--- src/rtl/srr_pkg.sv ---
package srr_pkg;

   typedef enum logic [2:0] {
      ST_IDLE,
      ST_SEL,
      ST_CMD,
      ST_DATA,
      ST_GAP
   } srr_state_t;

   typedef enum logic [1:0] {
      PH_LOW,
      PH_HIGH_A,
      PH_HIGH_B
   } srr_phase_t;

endpackage

--- src/rtl/srr_tick_gen.sv ---
module srr_tick_gen #(
   parameter int DIV_W = 8
) (
   input  logic             clk,
   input  logic             rst_n,
   input  logic             en,
   input  logic [DIV_W-1:0] div,
   output logic             tick
);

   logic [DIV_W-1:0] cnt_q;

   assign tick = en && (cnt_q == div);

   always_ff @(posedge clk or negedge rst_n) begin
      if (!rst_n) begin
         cnt_q <= '0;
      end else if (!en || tick) begin
         cnt_q <= '0;
      end else begin
         cnt_q <= cnt_q + 1'b1;
      end
   end

endmodule

--- src/rtl/srr_cmd_shifter.sv ---
module srr_cmd_shifter #(
   parameter int CMD_W = 11
) (
   input  logic             clk,
   input  logic             rst_n,
   input  logic             load,
   input  logic [CMD_W-1:0] load_val,
   input  logic             shift,
   output logic             msb
);

   logic [CMD_W-1:0] sh_q;

   assign msb = sh_q[CMD_W-1];

   always_ff @(posedge clk or negedge rst_n) begin
      if (!rst_n) begin
         sh_q <= '0;
      end else if (load) begin
         sh_q <= load_val;
      end else if (shift) begin
         sh_q <= {sh_q[CMD_W-2:0], 1'b0};
      end
   end

endmodule

--- src/rtl/srr_word_capture.sv ---
module srr_word_capture #(
   parameter int DATA_W  = 16,
   parameter bit SWAP_EN = 1'b1
) (
   input  logic              clk,
   input  logic              rst_n,
   input  logic              clear,
   input  logic              shift,
   input  logic              bit_in,
   input  logic              swap,
   output logic [DATA_W-1:0] word
);

   localparam int HALF_W = DATA_W / 2;

   logic [DATA_W-1:0] sh_q;

   always_ff @(posedge clk or negedge rst_n) begin
      if (!rst_n) begin
         sh_q <= '0;
      end else if (clear) begin
         sh_q <= '0;
      end else if (shift) begin
         sh_q <= {sh_q[DATA_W-2:0], bit_in};
      end
   end

   generate
      if (SWAP_EN) begin : g_swap
         if ((DATA_W % 2) != 0) begin : g_bad_width
            $error("srr_word_capture: swapping needs an even DATA_W");
         end
         assign word = swap ? {sh_q[HALF_W-1:0], sh_q[DATA_W-1:HALF_W]} : sh_q;
      end else begin : g_plain
         logic unused_swap;
         assign unused_swap = swap;
         assign word = sh_q;
      end
   endgenerate

endmodule

--- src/rtl/serial_rom_reader.sv ---
module serial_rom_reader
   import srr_pkg::*;
#(
   parameter int ADDR_W    = 6,
   parameter int DATA_W    = 16,
   parameter int CNT_W     = 7,
   parameter int DIV_W     = 8,
   parameter int CMD_W     = 11,
   parameter bit SWAP_EN   = 1'b1,
   parameter int GAP_SLOTS = 3
) (
   input  logic              clk,
   input  logic              rst_n,
   input  logic              req,
   input  logic [ADDR_W-1:0] start_addr,
   input  logic [CNT_W-1:0]  word_count,
   input  logic              swap,
   input  logic [DIV_W-1:0]  div,
   output logic              busy,
   output logic              done,
   output logic              word_valid,
   output logic [DATA_W-1:0] word_data,
   output logic [CNT_W-1:0]  word_index,
   output logic              rom_cs,
   output logic              rom_sck,
   output logic              rom_di,
   input  logic              rom_do
);

   localparam int MAX_BITS = (CMD_W > DATA_W) ? CMD_W : DATA_W;
   localparam int BIT_W    = $clog2(MAX_BITS);
   localparam int GAP_W    = $clog2(GAP_SLOTS + 1);
   localparam logic [CMD_W-1:0] READ_CODE = CMD_W'(3'b110) << ADDR_W;

   generate
      if (CMD_W < ADDR_W + 3) begin : g_bad_cmd
         $error("serial_rom_reader: CMD_W too small for start bit, opcode and address");
      end
      if (GAP_SLOTS < 3) begin : g_bad_gap
         $error("serial_rom_reader: gap must cover one full bit period");
      end
      if (DATA_W < 2) begin : g_bad_data
         $error("serial_rom_reader: DATA_W must be at least 2");
      end
   endgenerate

   srr_state_t        state_q;
   srr_phase_t        phase_q;
   logic [BIT_W-1:0]  bit_q;
   logic [GAP_W-1:0]  gap_q;
   logic [ADDR_W-1:0] addr_q;
   logic [CNT_W-1:0]  count_q;
   logic [CNT_W-1:0]  idx_q;
   logic              swap_q;
   logic              cs_q;
   logic              sck_q;
   logic              done_q;
   logic              emit_q;

   logic              tick;
   logic              cmd_msb;
   logic [ADDR_W-1:0] cur_addr;
   logic [CMD_W-1:0]  cmd_word;
   logic              cmd_load;
   logic              cmd_shift;
   logic              data_shift;
   logic              bit_end;

   assign cur_addr   = addr_q + ADDR_W'(idx_q);
   assign cmd_word   = READ_CODE | CMD_W'(cur_addr);
   assign bit_end    = tick && (phase_q == PH_HIGH_B);
   assign cmd_load   = (state_q == ST_SEL) && tick;
   assign cmd_shift  = (state_q == ST_CMD) && bit_end;
   assign data_shift = (state_q == ST_DATA) && bit_end;

   srr_tick_gen #(.DIV_W(DIV_W)) u_tick (
      .clk   (clk),
      .rst_n (rst_n),
      .en    (state_q != ST_IDLE),
      .div   (div),
      .tick  (tick)
   );

   srr_cmd_shifter #(.CMD_W(CMD_W)) u_cmd (
      .clk      (clk),
      .rst_n    (rst_n),
      .load     (cmd_load),
      .load_val (cmd_word),
      .shift    (cmd_shift),
      .msb      (cmd_msb)
   );

   srr_word_capture #(.DATA_W(DATA_W), .SWAP_EN(SWAP_EN)) u_cap (
      .clk    (clk),
      .rst_n  (rst_n),
      .clear  (cmd_load),
      .shift  (data_shift),
      .bit_in (rom_do),
      .swap   (swap_q),
      .word   (word_data)
   );

   always_ff @(posedge clk or negedge rst_n) begin
      if (!rst_n) begin
         state_q <= ST_IDLE;
         phase_q <= PH_LOW;
         bit_q   <= '0;
         gap_q   <= '0;
         addr_q  <= '0;
         count_q <= '0;
         idx_q   <= '0;
         swap_q  <= 1'b0;
         cs_q    <= 1'b0;
         sck_q   <= 1'b0;
         done_q  <= 1'b0;
         emit_q  <= 1'b0;
      end else begin
         done_q <= 1'b0;
         emit_q <= 1'b0;
         if (emit_q) begin
            idx_q <= idx_q + 1'b1;
         end
         unique case (state_q)
            ST_IDLE: begin
               if (req) begin
                  addr_q  <= start_addr;
                  count_q <= word_count;
                  swap_q  <= swap;
                  idx_q   <= '0;
                  if (word_count == '0) begin
                     done_q <= 1'b1;
                  end else begin
                     state_q <= ST_SEL;
                     cs_q    <= 1'b1;
                  end
               end
            end
            ST_SEL: begin
               if (tick) begin
                  state_q <= ST_CMD;
                  phase_q <= PH_LOW;
                  bit_q   <= BIT_W'(CMD_W - 1);
               end
            end
            ST_CMD, ST_DATA: begin
               if (tick) begin
                  unique case (phase_q)
                     PH_LOW: begin
                        sck_q   <= 1'b1;
                        phase_q <= PH_HIGH_A;
                     end
                     PH_HIGH_A: begin
                        phase_q <= PH_HIGH_B;
                     end
                     default: begin
                        sck_q   <= 1'b0;
                        phase_q <= PH_LOW;
                        if (bit_q != '0) begin
                           bit_q <= bit_q - 1'b1;
                        end else if (state_q == ST_CMD) begin
                           state_q <= ST_DATA;
                           bit_q   <= BIT_W'(DATA_W - 1);
                        end else begin
                           state_q <= ST_GAP;
                           cs_q    <= 1'b0;
                           emit_q  <= 1'b1;
                           gap_q   <= '0;
                        end
                     end
                  endcase
               end
            end
            ST_GAP: begin
               if (tick) begin
                  if (gap_q == GAP_W'(GAP_SLOTS - 1)) begin
                     if (idx_q == count_q) begin
                        state_q <= ST_IDLE;
                        done_q  <= 1'b1;
                     end else begin
                        state_q <= ST_SEL;
                        cs_q    <= 1'b1;
                     end
                  end else begin
                     gap_q <= gap_q + 1'b1;
                  end
               end
            end
            default: begin
               state_q <= ST_IDLE;
               cs_q    <= 1'b0;
               sck_q   <= 1'b0;
            end
         endcase
      end
   end

   assign busy       = (state_q != ST_IDLE);
   assign done       = done_q;
   assign word_valid = emit_q;
   assign word_index = idx_q;
   assign rom_cs     = cs_q;
   assign rom_sck    = sck_q;
   assign rom_di     = (state_q == ST_CMD) && cmd_msb;

endmodule

--- config.mk ---
export PLATFORM = sky130hd
export DESIGN_NAME = serial_rom_reader
export DESIGN_NICKNAME = d
export VERILOG_FILES = /design/src/rtl/srr_pkg.sv /design/src/rtl/srr_tick_gen.sv /design/src/rtl/srr_cmd_shifter.sv /design/src/rtl/srr_word_capture.sv /design/src/rtl/serial_rom_reader.sv
export SDC_FILE = /design/constraint.sdc
export NUM_CORES = 1
export LEC_CHECK = 0
export BUFFER_PORTS_ARGS = -buffer_cell sky130_fd_sc_hd__buf_2
export CAP_MARGIN = 20
export CELL_PAD_IN_SITES_DETAIL_PLACEMENT = 1
export CELL_PAD_IN_SITES_GLOBAL_PLACEMENT = 1
export CORE_MARGIN = 2
export CORE_UTILIZATION = 45
export CTS_CLUSTER_DIAMETER = 120
export DETAILED_ROUTE_END_ITERATION = 6
export PLACE_DENSITY = 0.77
export SETUP_SLACK_MARGIN = 0.5
export SKIP_LAST_GASP = 1
export SYNTH_ARGS = -nofsm -noshare
export SYNTH_HDL_FRONTEND = slang
export SYNTH_SLANG_ARGS = --single-unit
--- constraint.sdc ---
create_clock -name clk -period 2.35 [get_ports clk]
set_input_delay 0.1175 -clock clk [delete_from_list [all_inputs] [get_ports clk]]
set_output_delay 0.1175 -clock clk [all_outputs]
set_load 0.02 [all_outputs]
==> results of run 1 <==
metal layers:
layer	up-vias	GRT usage, %	wire, µm
li1	1379	-	-
met1	1497	27.86	4180
met2	53	37.26	4973
met3	14	2.809	288
met4	0	8.092	148
met5	-	0	0
registers in the layout (all words and copies together), names as in the netlist:
signal and count:
u_cap.sh_q 16, u_cmd.sh_q 11, u_tick.cnt_q 8, count_q 7, word_index 7, addr_q 6, bit_q 4, state_q 3
gap_q 2, phase_q 2, done 1, rom_cs 1, rom_sck 1, swap_q 1, word_valid 1
cells in the final DEF (no fill, tap or decap), types with 7 or more instances in the layout:
cell / instances
ha_1: 8
mux2_2: 31
mux2i_1: 12
clkbuf_8: 9
dfrtp_1: 66
xor2_1: 20
nand2_1: 20
a21oi_1: 8
a22o_1: 14
xnor2_1: 11
nor2_1: 29
inv_1: 7
buf_2: 54
buf_4: 34
area by class of cell:
type	count	share of cell area [%]
Clock buffer	9	2.583
Clock inverter	7	1.278
Inverter	9	0.7044
Multi-Input combinational cell	238	40.70
Sequential cell	71	37.18
Tap cell	102	2.661
Timing Repair Buffer	102	14.90
power by group:
group | leakage, nW | switching, mW | internal, mW | total (mW)
registers | 0.914 | 0.358 | 1.52 | 1.88
logic | 1.36 | 0.891 | 0.885 | 1.78
clock network | 0.0892 | 0.521 | 0.405 | 0.926
kinds of logic (layout without fill, tap and decap cells):
logic type	after synthesis	in the layout	share of synthesized area (%)
simple gates	97	97	13.67
flops	71	71	48.41
compound gates	54	54	10.47
mux	45	45	13.37
xor+xnor	32	32	7.637
buf+inv	24	127	2.830
fa+ha+maj	10	10	3.614
critical path, delay by kind of cell (launching register included):
| family | cells | cell delay (ns) |
|---|---|---|
| and+or+nand+nor | 4 | 1.06 |
| DFF | 1 | 0.44 |
| muxes | 1 | 0.20 |
| xor gates and xnor gates | 1 | 0.17 |
| buffers and inverters | 1 | 0.17 |
path summary, 6_finish.rpt:
check                                  endpoint  cells past startpoint
worst max-delay path              u_cmd.sh_q[7]                      7
worst min-delay path                  addr_q[1]                      2
worst max register to register    u_cmd.sh_q[7]                      7
worst min register to register         gap_q[1]                      1
max in group asynchronous         word_index[4]                      3
min in group asynchronous       u_tick.cnt_q[7]                      2
repair_timing:
action / in CTS / in global routing
gates cloned: 1 / 0
resized for setup: 27 / 23
hold buffers: 6 / 0
endpoints found under the hold margin: 28 / 0
setup buffers: 11 / 16
endpoints found under the setup margin: 54 / 72
pin swaps: 18 / 11
through the flow:
stage	hold slack [ns]	util, %	power, mW	std cells
6_report	0.01807	61.43	4.585	538
5_1_grt	0.01025	61.43	4.861	538
4_1_cts	0.005392	58.69	4.339	522
3_5_place_dp	0.1506	52.90	3.270	488
3_3_place_gp	0.1526	52.90	3.184	488
2_1_floorplan	-0.1781	-	2.812	333
==> reports/metrics.yaml, run 1 <==
syn-instance-count: 333
cts_made_buffers: 9
core_um2: 7807
pre_cts_slack_ns: 0.1404
async_reset_ff_share_pct: 100.0
antennaDiodeCount: 0
criticalPathCategory: "reg -> reg"
vias: 2943
fin_skew_ns: 0.01271
io_buffers: 54
drv_slew: 0
max_clock_freq_ghz: 0.4644
p_leak_nw: 2.365
dieArea_um2: 8893
end_kind: "register"
rrSetupSlack_ns: 0.20
p_per_area_nw_per_um2: 956.0
netlist_area_um2: 3670
grt_usage_pct: 21.62
clock-root-buffer: "clkbuf_8"
synth.avg_cell_area_um2: 11.02
synth_top_cell_area_share_pct: 48.41
clockBufferDepth: 2
vias_per_cell: 5.470
drt-pass1-iter-count: 5
final_area_um2: 4796
crit_start: "u_tick.cnt_q[0]"
drive_gt1_share_pct: 41.74
ys_types: 48
num_io_pins: 55
syn_nets: 369
drt_iter0_markers: 96
path_clk_slew_ns: 0.08
ir_worst_vdd_v: 0.0005079
grt_first_pass_wirelength_um: 14900
yosys.cell_count.top_type: "dfrtp_1"
setup-violations-final: 0
multiInputGateArea_um2: 1952
route.detailed.wl_per_inst_um: 17.82
grt.overflow.total: 0
cts_tree: "yes"
yosysWarnings: 0
synth-edff-count: 0
h-tree-depth: 3
synthTopCellsByArea: "dfrtp_1, mux2_2, xor2_1, mux2i_1, nor2_1"
num-nets-final: 467
num-fill-cells: 854
status: "finished clean"
syn_to_final_growth_pct: 30.69
yosys-top-cells-count: "dfrtp_1, nor2_1, mux2_2"
required_ns: 2.57
rsz0062_at_grt: "true"
r2r-start: "u_tick.cnt_q[0]"
grt_max_degree: 49
start_util_pct: 47.00
clk_latency_ns: 0.35
synth_area_leader_cell: "dfrtp_1"
hold_violations: 0
ant_nets: 0
cts_num_sinks: 71
critPathLaunchType: "register"
placed_area_um2: 4130
rows: 32
arrival_ns: 2.37
drc: 0
die_w_um: 94.31
max_slew_margin_pct: 54.96
fin_setup_tns_ns: 0
seqCellArea_um2: 1783
totalWireLength_um: 9589
dp_hpwl_um: 5954
antenna_found_initial: 0
seq_area_frac_synth_pct: 48.41
max_stage_delay_ns: 0.53
die_height_um: 94.31
grt_pass1_vias: 3044
place.gp.congestion: 0.8415
crit_fanout: 7
period_needed_ns: 2.153
min_from: "start_addr[1]"
cp_cell_sequence: "xor2_2 > nor4_4 > nand2_2 > or4_4 > buf_8 > mux2i_2 > nand2_1"
timing.final.ws_setup_ns: 0.1965
hp-class: "in -> reg"
critPathSlowestCell: "or4_4"
finalCritPeriodShare_pct: 91.64
worst_pin_slew_ns: 0.6757
drv_cap: 0
ys_seq_elements: 71
synth-main-ff-cell: "dfrtp_1"
Note: power is estimated with default switching activity, not from simulation.
==> run 2: changes to the inputs <==
PLACE_DENSITY = 0.83   (was 0.77)
==> run 2 against run 1 <==
  * The run now ends with hold timing left
  * Die area unchanged
  * Setup slack worse by 0.11 ns
  * Utilization up 1.2 points
  * Sequential power about the same
  * Via count up 2.1%
  * Critical path depth unchanged
  * Fmax down 4.8%
  * Final cell count up 1.3%
  * Critical endpoint is now bit_q[3]
==> reports/metrics.yaml, run 2 (synthesis results as in run 1) <==
status: "finished, violations left"  # was finished clean
violations: "hold timing"
dp_hpwl_um: 6230  # was 5954 µm
die_height_um: 94.31  # unchanged
totalWireLength_um: 10460  # was 9589 µm
max_slew_margin_pct: 54.82  # was 54.96%
antennaDiodeCount: 0  # unchanged
clk_latency_ns: 0.36  # was 0.35 ns
h-tree-depth: 3  # unchanged
ir_worst_vdd_v: 0.0005905  # was 0.0005079 V
num-nets-final: 474  # was 467
end_kind: "register"  # unchanged
ant_nets: 0  # unchanged
finalCritPeriodShare_pct: 96.30  # was 91.64%
clock-root-buffer: "clkbuf_8"  # unchanged
start_util_pct: 47.00  # unchanged
arrival_ns: 2.50  # was 2.37 ns
power_frac_comb_pct: 37.1  # was 38.7%
criticalPathCategory: "reg -> reg"  # unchanged
fin_skew_ns: 0.01525  # was 0.01271 ns
syn_to_final_growth_pct: 33.14  # was 30.69%
drive_gt1_share_pct: 43.12  # was 41.74%
cts_tree: "yes"  # unchanged
die_w_um: 94.31  # unchanged
period_needed_ns: 2.263  # was 2.153 ns
grt_usage_pct: 23.71  # was 21.62%
num-fill-cells: 830  # was 854
clockBufferDepth: 2  # unchanged
p_per_area_nw_per_um2: 957.3  # was 956.0 nW/µm²
num_io_pins: 55  # unchanged
power.switching_mw: 1.720  # was 1.770 mW
grt_pass1_vias: 3202  # was 3044
drt_iter0_markers: 116  # was 96
largest_reg_flops: 16  # unchanged
vias_per_cell: 5.516  # was 5.470
vias: 3006  # was 2943
holdPathStages: 2  # unchanged
grt_first_pass_wirelength_um: 16140  # was 14900 µm
cp_cell_sequence: "xor2_1 > nor4_2 > nand2_2 > buf_6 > a2111o_1 > or3_1 > a21o_1"  # was xor2_2 > nor4_4 > nand2_2 > or4_4 > buf_8 > mux2i_2 > nand2_1
grt.overflow.total: 0  # unchanged
required_ns: 2.59  # was 2.57 ns
drt-pass1-iter-count: 4  # was 5
rsz0062_at_grt: "true"  # unchanged
critPathSlowestCell: "dfrtp_2"  # was or4_4
layout_common_cells: "dfrtp_1, buf_2, buf_4, mux2_2, nor2_1"  # unchanged
io_buffers: 54  # unchanged
drv_cap: 0  # unchanged
r2r.worst_path.cells: 7  # unchanged
crit_fanout: 3  # was 7
power.internal_mw: 2.957  # was 2.815 mW
antenna_found_initial: 0  # unchanged
seqPwrFrac_pct: 40.5  # was 41.0%
whs_ns: -0.003148  # was 0.01807 ns
hp-class: "in -> reg"  # unchanged
hold_violations: 1  # was 0
dieArea_um2: 8893  # unchanged
place.gp.congestion: 0.7986  # was 0.8415
path_clk_slew_ns: 0.09  # was 0.08 ns
drv_slew: 0  # unchanged
timing.final.ws_setup_ns: 0.08695  # was 0.1965 ns
p_leak_nw: 2.418  # was 2.365 nW
swShare_pct: 36.78  # was 38.61%
core_um2: 7807  # unchanged
drc: 0  # unchanged
setup-violations-final: 0  # unchanged
cts_made_buffers: 9  # unchanged
max_stage_delay_ns: 0.43  # was 0.53 ns
max_clock_freq_ghz: 0.4419  # was 0.4644 GHz
route.detailed.wl_per_inst_um: 19.20  # was 17.82 µm
clock_power_share_pct: 22.4  # was 20.2%
rows: 32  # unchanged
final_common_cell: "dfrtp_1"  # unchanged
grt_max_degree: 25  # was 49
worst_pin_slew_ns: 0.6715  # was 0.6757 ns
top_regs: "u_cap.sh_q (16), u_cmd.sh_q (11), u_tick.cnt_q (8)"  # unchanged
critPathLaunchType: "register"  # unchanged
fin_setup_tns_ns: 0  # unchanged
pre_cts_slack_ns: 0.08572  # was 0.1404 ns
top_register: "u_cap.sh_q"  # unchanged
cts_num_sinks: 71  # unchanged
## run 2: changes by cell type in the layout (fill, tap and decap cells not counted), moves of 3 or more
cell	delta
nand3_1	+3
buf_6	+5
clkbuf_8	+3
inv_6	-4
## run 2: path summary, 6_finish.rpt
| path | slack (ns) | start | to |
|---|---|---|---|
| max | 0.09 | u_tick.cnt_q[0] | bit_q[3] |
| min | -0.003 | word_count[4] | count_q[4] |
| max reg2reg | 0.09 | u_tick.cnt_q[0] | bit_q[3] |
| min reg2reg | 0.52 | addr_q[2] | addr_q[2] |
| max in group asynchronous | 1.16 | rst_n | u_cap.sh_q[0] |
| min in group asynchronous | 0.29 | rst_n | state_q[1] |
## run 2: what timing repair did
action,CTS,global route
gates cloned,1,0
hold endpoints to repair,28,1
hold buffers,7,1
setup buffers,23,9
resized for setup,26,41
pin swaps,9,9
setup endpoints to repair,51,80
## run 2: area by class of cell
type                       instances  area (µm²)  area share (%)
inverter                           9       33.78          0.6914
clock inverter                     3       40.04          0.8195
timing repair buffer             108       773.2           15.83
sequential                        71        1784           36.52
tap                              102       127.6           2.612
clock buffer                      13       168.9           3.457
multi-input combinational        239        1958           40.08
## run 2: critical path, delay by kind of cell (launching register included)
family | cells | cell delay, ns
AOI/OAI and AO/OA | 2 | 0.52
and+or+nand+nor | 3 | 0.88
DFF | 1 | 0.43
xor gates and xnor gates | 1 | 0.16
buffers and inverters | 1 | 0.16
## run 2: power by group through the flow
stage	registers, mW	logic, mW	clock network, mW
floorplan	1.82	0.990	0
global placement	1.88	1.28	0
detailed placement	1.91	1.36	0
CTS	1.87	1.56	1.05
global route	1.94	1.91	1.12
finish	1.90	1.74	1.05
## run 2: routing by layer
metal / track usage [%] / wire length, µm
met4: 8.092 / 141
met2: 42.20 / 5560
met3: 4.494 / 354
met1: 28.79 / 4406
met5: 0 / 0
## run 2: stage by stage
step	cells	area [µm²]	util, %	total power, mW	hold WS [ns]
finish	545	4886	62.58	4.677	-0.003148
global route	545	4886	62.58	4.965	-0.0008020
CTS	535	4649	59.55	4.479	0.005866
detailed placement	488	4118	52.74	3.267	0.1393
global placement	488	4118	52.74	3.163	0.1344
floorplan	333	3686	-	2.812	-0.1781
